$ cat src/rtl/ramdisk_pkg.sv
package ramdisk_pkg;
  localparam logic [2:0] PORT_DATA   = 3'd0;
  localparam logic [2:0] PORT_SEC_LO = 3'd1;
  localparam logic [2:0] PORT_SEC_HI = 3'd2;
  localparam logic [2:0] PORT_UNLOCK = 3'd3;
  localparam logic [2:0] PORT_STATUS = 3'd4;

  typedef enum logic [1:0] {SEQ_LOCKED, SEQ_UNLK, SEQ_LO, SEQ_ARMED} wr_seq_e;

  typedef enum logic [2:0] {
    ST_IDLE, ST_ROW, ST_COL, ST_PRE, ST_REF, ST_RPRE
  } dram_st_e;
endpackage

$ cat src/rtl/ramdisk_host_regs.sv
module ramdisk_host_regs import ramdisk_pkg::*; #(
  parameter int SECTOR_BYTES = 512,
  parameter int NUM_SECTORS  = 400,
  parameter int ROW_W        = 9,
  localparam int OFF_W       = $clog2(SECTOR_BYTES)
) (
  input  logic             clk_i,
  input  logic             rst_ni,
  input  logic             idle_i,
  input  logic             wr_i,
  input  logic             rd_i,
  input  logic [2:0]       port_i,
  input  logic [7:0]       wdata_i,
  output logic             data_adv_o,
  output logic             dram_go_o,
  output logic             dram_we_o,
  output logic [ROW_W-1:0] row_o,
  output logic [OFF_W-1:0] col_o,
  output logic             err_o,
  output logic             armed_o
);
  localparam logic [OFF_W-1:0] OFF_LAST = OFF_W'(SECTOR_BYTES - 1);

  logic [7:0]       sec_lo_q, sec_hi_q;
  logic [15:0]      sector;
  logic [OFF_W-1:0] off_q;
  wr_seq_e          seq_q;
  logic             wr_ok, rd_ok, data_wr, data_rd, wrap;

  assign sector  = {sec_hi_q, sec_lo_q};
  assign err_o   = int'(sector) >= NUM_SECTORS;
  assign armed_o = (seq_q == SEQ_ARMED);
  assign row_o   = sector[ROW_W-1:0];
  assign col_o   = off_q;

  assign wr_ok      = idle_i & wr_i;
  assign rd_ok      = idle_i & rd_i;
  assign data_wr    = wr_ok && port_i == PORT_DATA && !err_o;
  assign data_rd    = rd_ok && port_i == PORT_DATA && !err_o;
  assign data_adv_o = data_wr | data_rd;
  // rejected writes advance the offset but skip the DRAM cycle
  assign dram_go_o  = data_rd | (data_wr & armed_o);
  assign dram_we_o  = data_wr;
  assign wrap       = data_adv_o && off_q == OFF_LAST;

  always_ff @(posedge clk_i or negedge rst_ni) begin
    if (!rst_ni) begin
      sec_lo_q <= '0;
      sec_hi_q <= '0;
    end else if (wr_ok && port_i == PORT_SEC_LO) begin
      sec_lo_q <= wdata_i;
    end else if (wr_ok && port_i == PORT_SEC_HI) begin
      sec_hi_q <= wdata_i;
    end
  end

  always_ff @(posedge clk_i or negedge rst_ni) begin
    if (!rst_ni) begin
      off_q <= '0;
    end else if (wr_ok && (port_i == PORT_SEC_LO || port_i == PORT_SEC_HI)) begin
      off_q <= '0;
    end else if (data_adv_o) begin
      off_q <= wrap ? '0 : off_q + 1'b1;
    end
  end

  always_ff @(posedge clk_i or negedge rst_ni) begin
    if (!rst_ni) begin
      seq_q <= SEQ_LOCKED;
    end else if (wr_ok) begin
      case (port_i)
        PORT_UNLOCK: seq_q <= SEQ_UNLK;
        PORT_SEC_LO: seq_q <= (seq_q == SEQ_UNLK) ? SEQ_LO : SEQ_LOCKED;
        PORT_SEC_HI: seq_q <= (seq_q == SEQ_LO) ? SEQ_ARMED : SEQ_LOCKED;
        PORT_DATA:   if (wrap) seq_q <= SEQ_LOCKED;
        default:     ;
      endcase
    end else if (rd_ok && port_i == PORT_DATA) begin
      seq_q <= SEQ_LOCKED;
    end
  end

  a_r6_offset_step: assert property (@(posedge clk_i) disable iff (!rst_ni)
    (off_q != $past(off_q)) |-> (off_q == '0 || off_q == $past(off_q) + 1'b1))
    else $error("offset jumped");

  a_r8_err_freezes_offset: assert property (@(posedge clk_i) disable iff (!rst_ni)
    (err_o && idle_i && (rd_i || wr_i) && port_i == PORT_DATA) |=> $stable(off_q))
    else $error("offset moved in error state");

  a_r5_read_disarms: assert property (@(posedge clk_i) disable iff (!rst_ni)
    (rd_ok && port_i == PORT_DATA) |=> !armed_o)
    else $error("data read left writes armed");
endmodule

$ cat src/rtl/ramdisk_refresh.sv
module ramdisk_refresh #(
  parameter int ROW_W        = 9,
  parameter int REF_INTERVAL = 64,
  localparam int TMR_W       = $clog2(REF_INTERVAL + 1)
) (
  input  logic             clk_i,
  input  logic             rst_ni,
  input  logic             idle_i,
  input  logic             host_req_i,
  output logic             ref_go_o,
  output logic [ROW_W-1:0] ref_row_o
);
  localparam logic [TMR_W-1:0] TMR_LAST = TMR_W'(REF_INTERVAL - 1);

  logic [TMR_W-1:0] tmr_q;
  logic             pend_q, expire;
  logic [ROW_W-1:0] row_q;

  assign expire    = (tmr_q == TMR_LAST);
  // host strobes win; refresh waits for a quiet idle cycle
  assign ref_go_o  = pend_q & idle_i & ~host_req_i;
  assign ref_row_o = row_q;

  always_ff @(posedge clk_i or negedge rst_ni) begin
    if (!rst_ni) begin
      tmr_q  <= '0;
      pend_q <= 1'b0;
      row_q  <= '0;
    end else begin
      tmr_q  <= expire ? '0 : tmr_q + 1'b1;
      pend_q <= (pend_q & ~ref_go_o) | expire;
      if (ref_go_o) row_q <= row_q + 1'b1;
    end
  end

  a_r10_row_step: assert property (@(posedge clk_i) disable iff (!rst_ni)
    (row_q != $past(row_q)) |-> (row_q == $past(row_q) + 1'b1))
    else $error("refresh row skipped");
endmodule

$ cat src/rtl/ramdisk_dram_seq.sv
module ramdisk_dram_seq import ramdisk_pkg::*; #(
  parameter int ROW_W   = 9,
  parameter int COL_W   = 9,
  localparam int ADDR_W = (ROW_W > COL_W) ? ROW_W : COL_W
) (
  input  logic              clk_i,
  input  logic              rst_ni,
  input  logic              go_i,
  input  logic              we_i,
  input  logic [ROW_W-1:0]  row_i,
  input  logic [COL_W-1:0]  col_i,
  input  logic [7:0]        wdata_i,
  input  logic              ref_go_i,
  input  logic [ROW_W-1:0]  ref_row_i,
  output logic              idle_o,
  output logic              cap_o,
  output logic              ras_no,
  output logic              cas_no,
  output logic              we_no,
  output logic [ADDR_W-1:0] addr_o,
  output logic [7:0]        dq_o
);
  dram_st_e         st_q, st_d;
  logic [ROW_W-1:0] row_l;
  logic [COL_W-1:0] col_l;
  logic [7:0]       wd_l;
  logic             we_l;

  always_comb begin
    st_d = st_q;
    case (st_q)
      ST_IDLE: if (go_i) st_d = ST_ROW;
               else if (ref_go_i) st_d = ST_REF;
      ST_ROW:  st_d = ST_COL;
      ST_COL:  st_d = ST_PRE;
      ST_PRE:  st_d = ST_IDLE;
      ST_REF:  st_d = ST_RPRE;
      ST_RPRE: st_d = ST_IDLE;
      default: st_d = ST_IDLE;
    endcase
  end

  always_ff @(posedge clk_i or negedge rst_ni) begin
    if (!rst_ni) begin
      st_q  <= ST_IDLE;
      row_l <= '0;
      col_l <= '0;
      wd_l  <= '0;
      we_l  <= 1'b0;
    end else begin
      st_q <= st_d;
      if (st_q == ST_IDLE && go_i) begin
        row_l <= row_i;
        col_l <= col_i;
        wd_l  <= wdata_i;
        we_l  <= we_i;
      end else if (st_q == ST_IDLE && ref_go_i) begin
        row_l <= ref_row_i;
        we_l  <= 1'b0;
      end
    end
  end

  assign idle_o = (st_q == ST_IDLE);
  assign cap_o  = (st_q == ST_COL) && !we_l;
  assign ras_no = !(st_q == ST_ROW || st_q == ST_COL || st_q == ST_REF);
  assign cas_no = !(st_q == ST_COL);
  assign we_no  = !(st_q == ST_COL && we_l);
  assign addr_o = (st_q == ST_COL) ? ADDR_W'(col_l) : ADDR_W'(row_l);
  assign dq_o   = wd_l;

  a_r9_ras_before_cas: assert property (@(posedge clk_i) disable iff (!rst_ni)
    $fell(cas_no) |-> (!ras_no && $past(!ras_no)))
    else $error("CAS fell without RAS held");

  a_r9_we_with_cas: assert property (@(posedge clk_i) disable iff (!rst_ni)
    !we_no |-> !cas_no)
    else $error("WE low without CAS");

  a_r11_no_ref_in_host: assert property (@(posedge clk_i) disable iff (!rst_ni)
    (st_q == ST_ROW || st_q == ST_COL) |=> (st_q != ST_REF))
    else $error("refresh broke into host access");
endmodule

$ cat src/rtl/ramdisk_ctrl.sv
module ramdisk_ctrl import ramdisk_pkg::*; #(
  parameter int SECTOR_BYTES = 512,
  parameter int NUM_SECTORS  = 400,
  parameter int ROW_W        = 9,
  parameter int REF_INTERVAL = 64,
  localparam int COL_W       = $clog2(SECTOR_BYTES),
  localparam int ADDR_W      = (ROW_W > COL_W) ? ROW_W : COL_W
) (
  input  logic              clk_i,
  input  logic              rst_ni,
  input  logic              io_wr_i,
  input  logic              io_rd_i,
  input  logic [2:0]        io_port_i,
  input  logic [7:0]        io_wdata_i,
  output logic [7:0]        io_rdata_o,
  output logic              io_busy_o,
  output logic              dram_ras_no,
  output logic              dram_cas_no,
  output logic              dram_we_no,
  output logic [ADDR_W-1:0] dram_addr_o,
  output logic [7:0]        dram_dq_o,
  input  logic [7:0]        dram_dq_i
);
  logic             idle, data_adv, go, we, err, armed, ref_go, cap;
  logic [ROW_W-1:0] row, ref_row;
  logic [COL_W-1:0] col;
  logic [7:0]       rdata_q;
  logic             rd_ok;

  ramdisk_host_regs #(
    .SECTOR_BYTES(SECTOR_BYTES), .NUM_SECTORS(NUM_SECTORS), .ROW_W(ROW_W)
  ) u_regs (
    .clk_i, .rst_ni, .idle_i(idle), .wr_i(io_wr_i), .rd_i(io_rd_i),
    .port_i(io_port_i), .wdata_i(io_wdata_i), .data_adv_o(data_adv),
    .dram_go_o(go), .dram_we_o(we), .row_o(row), .col_o(col),
    .err_o(err), .armed_o(armed)
  );

  ramdisk_refresh #(.ROW_W(ROW_W), .REF_INTERVAL(REF_INTERVAL)) u_ref (
    .clk_i, .rst_ni, .idle_i(idle), .host_req_i(io_wr_i | io_rd_i),
    .ref_go_o(ref_go), .ref_row_o(ref_row)
  );

  ramdisk_dram_seq #(.ROW_W(ROW_W), .COL_W(COL_W)) u_seq (
    .clk_i, .rst_ni, .go_i(go), .we_i(we), .row_i(row), .col_i(col),
    .wdata_i(io_wdata_i), .ref_go_i(ref_go), .ref_row_i(ref_row),
    .idle_o(idle), .cap_o(cap), .ras_no(dram_ras_no), .cas_no(dram_cas_no),
    .we_no(dram_we_no), .addr_o(dram_addr_o), .dq_o(dram_dq_o)
  );

  assign rd_ok = idle & io_rd_i;

  always_ff @(posedge clk_i or negedge rst_ni) begin
    if (!rst_ni) begin
      rdata_q <= 8'h00;
    end else if (rd_ok && io_port_i == PORT_STATUS) begin
      rdata_q <= {6'b0, armed, err};
    end else if (rd_ok && io_port_i == PORT_DATA) begin
      if (err) rdata_q <= 8'hFF;
    end else if (rd_ok) begin
      rdata_q <= 8'h00;
    end else if (cap) begin
      rdata_q <= dram_dq_i;
    end
  end

  assign io_rdata_o = rdata_q;
  assign io_busy_o  = ~idle;

  a_r8_no_cycle_in_error: assert property (@(posedge clk_i) disable iff (!rst_ni)
    (idle && err && (io_rd_i || io_wr_i) && io_port_i == PORT_DATA) |=> idle)
    else $error("DRAM cycle started in error state");

  a_r6_advance_only_data: assert property (@(posedge clk_i) disable iff (!rst_ni)
    data_adv |-> (io_port_i == PORT_DATA && !err))
    else $error("offset advance without data access");
endmodule

$ cat config.mk
export PLATFORM = sky130hd
export DESIGN_NAME = ramdisk_ctrl
export DESIGN_NICKNAME = d
export VERILOG_FILES = /design/src/rtl/ramdisk_pkg.sv /design/src/rtl/ramdisk_host_regs.sv /design/src/rtl/ramdisk_refresh.sv /design/src/rtl/ramdisk_dram_seq.sv /design/src/rtl/ramdisk_ctrl.sv
export SDC_FILE = /design/constraint.sdc
export NUM_CORES = 1
export LEC_CHECK = 0
export BUFFER_PORTS_ARGS = -buffer_cell sky130_fd_sc_hd__buf_2
export CAP_MARGIN = 20
export CELL_PAD_IN_SITES_DETAIL_PLACEMENT = 1
export CELL_PAD_IN_SITES_GLOBAL_PLACEMENT = 1
export CORE_MARGIN = 5
export CORE_UTILIZATION = 45
export CTS_BUF_LIST = sky130_fd_sc_hd__clkbuf_8
export DETAILED_ROUTE_END_ITERATION = 8
export GPL_ROUTABILITY_DRIVEN = 0
export PLACE_DENSITY = 0.87
export SLEW_MARGIN = 25
export SYNTH_ARGS = -nofsm -noshare
export SYNTH_HDL_FRONTEND = slang
export SYNTH_SLANG_ARGS = --single-unit
$ cat constraint.sdc
create_clock -name clk_i -period 2.4 [get_ports clk_i]
set_input_delay 0.24 -clock clk_i [delete_from_list [all_inputs] [get_ports clk_i]]
set_output_delay 0.24 -clock clk_i [all_outputs]
set_load 0.01 [all_outputs]
==> results_dict.tcl <==
set metrics [dict create \
    crit_required_ns 2.16 \
    critical-path-slowest-cell "dfrtp_1" \
    final_common_cell "dfrtp_1" \
    fin_util_pct 53.04 \
    clk_latency_ns 0.35 \
    antenna_found_initial 0 \
    hold_viol 0 \
    drt_iter0_markers 155 \
    numCtsBuffers 9 \
    slew_headroom_pct 48.61 \
    hp-class "in2reg" \
    die_x_um 103.6 \
    peakVddDrop_v 0.0004215 \
    diodes 0 \
    power_density_mw_per_mm2 1025 \
    die-height_um 103.6 \
    synth_edf_count 0 \
    drt_first_pass_iters 4 \
    yosysWarnings 0 \
    fin_skew_ns 0.008940 \
    synthCells 322 \
    track_usage_pct 18.82 \
    final_max_slew_viol_count 0 \
    setup_tns_ns 0 \
    cts_tree "yes" \
    cts-root-buf "clkbuf_8" \
    crit_family "flip-flops" \
    period_needed_ns 2.250 \
    setup_viol 0 \
    status "finished clean" \
    ys_dominant_reg_cell "dfrtp_1" \
    cpPeakStageDelay_ns 0.55 \
    ys_ff_latch 82 \
    hpwl_um 7114 \
    tightestPinTransition_ns 0.7658 \
    syn_nets 349 \
    setup_ws_ns 0.1496 \
    power.leakage_uw 0.002207 \
    die_area_mm2 0.01074 \
    nets 406 \
    rsz0062_at_grt "false" \
    htree_levels 3 \
    cap_violations 0 \
    grt_pass1_vias 3063 \
    dpl_worst_slack_ns 0.2700 \
    syn_area_per_cell_um2 12.25 \
    grt_pass1_wl_um 16500 \
    most-common-layout-cells "dfrtp_1, buf_2, mux2_2" \
    route.detailed.wl_per_inst_um 19.91 \
    cts_setup_buffers 0 \
    start_util_pct 45.68 \
    drive_gt1_share_pct 36.55 \
    period_share_pct 93.77 \
    area_delta_synth_final_pct 16.11 \
    ys_seq_area_share_pct 52.01 \
    worstPathMaxFanout 9 \
    route.detailed.drc 0 \
    p_total_uw 4696 \
    port_buffers 51 \
    max_freq_mhz 444.4 \
    cp-start-kind "flip-flop" \
    cp_data_arrival_time_ns 2.01 \
    synth_area_mm2 0.003945 \
    ant_nets 0 \
    viasPerCell 5.811 \
    worstSetupPathType "reg2out" \
    vias 2853 \
    core_area_mm2 0.008636 \
    path_buf_inv 2 \
    hold_ws_ns 0.1499 \
    rows 34 \
    cts_sinks 82 \
    io_pins 52 \
    crit_chain "nor3b_4 > buf_4 > mux2_2 > buf_2" \
    path_clk_slew_ns 0.08 \
    overflow 0 \
    yosysUniqueCellTypes 57 \
    cts.path.max_buffers 2 \
    wl_um 9778 \
    worstSetupEndpointType "output port" \
    grt_max_degree 53 \
    synthArstFlopShare_pct 100.0 \
]
logic make-up after synthesis:
logic type,synth area share (%)
AND/OR/NAND/NOR,16.43
flip-flops,52.01
AO/OA/AOI/OAI,10.69
multiplexers,12.85
buffers and inverters,3.204
XOR/XNOR,3.552
adder cells (fa/ha/maj),1.269
worst reg2reg max path: cells and delay by family (launching register included):
family	cells	cell delay, ns
AO/OA/AOI/OAI	1	0.17
adder cells (fa/ha/maj)	2	0.53
buffers and inverters	1	0.20
flip-flops	1	0.44
AND/OR/NAND/NOR	3	0.78
stage by stage:
stage          instance area, µm²  std cells
6_report                     4581        491
2_1_floorplan                3945        322
5_1_grt                      4581        491
3_5_place_dp                 4339        475
3_3_place_gp                 4339        475
4_1_cts                      4574        491
flip-flops by register name (all words and copies together) (netlist names), 2 cells and up:
register / cells
u_ref.ref_row_o: 9
u_regs.col_o: 9
u_seq.col_l: 9
u_seq.row_l: 9
io_rdata_o: 8
u_regs.sec_hi_q: 8
u_regs.sec_lo_q: 8
u_seq.dq_o: 8
u_ref.tmr_q: 7
u_seq.st_q: 3
u_regs.seq_q: 2
final cells by class:
cell class                      count  area [µm²]
Tap cell                          108       135.1
Clock buffer                       11       151.4
Timing Repair Buffer               61       360.3
Fill cell                         934        4055
Multi-Input combinational cell    217        1778
Sequential cell                    82        2052
Inverter                            8       30.03
Clock inverter                      4       73.82
what timing repair did:
action,CTS,global route
hold buffers,1,0
setup endpoints to repair,0,6
gates resized for setup,0,1
endpoints found under the hold margin,30,0
power by group:
group	internal, µW	leakage [µW]	switching, µW
clock network	639	0.000116	500
logic	727	0.00105	718
registers	1760	0.00104	351
synth_stat cells, types with 3 or more instances:
cell type	number	area, µm²
dfrtp_1	82	2052
mux2_2	33	371.6
nand3_1	17	85.08
o21ai_0	16	80.08
nand2_1	14	52.55
nor2_1	13	48.80
and3_1	11	68.82
mux2_4	9	135.1
xor2_1	9	78.83
a221o_1	8	80.08
nor3_1	8	40.04
a31oi_1	7	43.79
clkbuf_1	7	26.28
inv_1	7	26.28
xnor2_1	7	61.31
o221a_2	6	67.56
a21oi_1	5	25.02
buf_2	4	20.02
ha_1	4	50.05
and2_1	3	18.77
nand4_1	3	18.77
nor4b_1	3	26.28
routing by layer:
layer | vias up | GRT usage, % | wire (µm)
met2 | 53 | 31.10 | 4956
met4 | 0 | 5.342 | 133
met5 | - | 0 | 0
li1 | 1298 | - | -
met3 | 12 | 4.291 | 306
met1 | 1490 | 24.72 | 4382
final timing paths:
| check | from | to | slack [ns] | depth (start not counted) |
|---|---|---|---|---|
| setup / recovery | u_seq.st_q[1]$_DFFE_PN0P_ | dram_addr_o[0] | 0.15 | 4 |
| setup reg to reg | u_regs.col_o[0]$_DFFE_PN0P_ | u_regs.col_o[0]$_DFFE_PN0P_ | 0.22 | 7 |
| max in group asynchronous | rst_ni | u_ref.tmr_q[0]$_DFF_PN0_ | 1.43 | 3 |
| hold / removal | io_wdata_i[0] | u_seq.dq_o[0]$_DFFE_PN0N_ | 0.15 | 2 |
| min in group asynchronous | rst_ni | u_regs.col_o[4]$_DFFE_PN0P_ | 0.36 | 2 |
| hold reg to reg | u_ref.ref_row_o[8]$_DFFE_PN0P_ | u_ref.ref_row_o[8]$_DFFE_PN0P_ | 0.47 | 1 |
No activity file was read; power rests on OpenSTA's default activity.
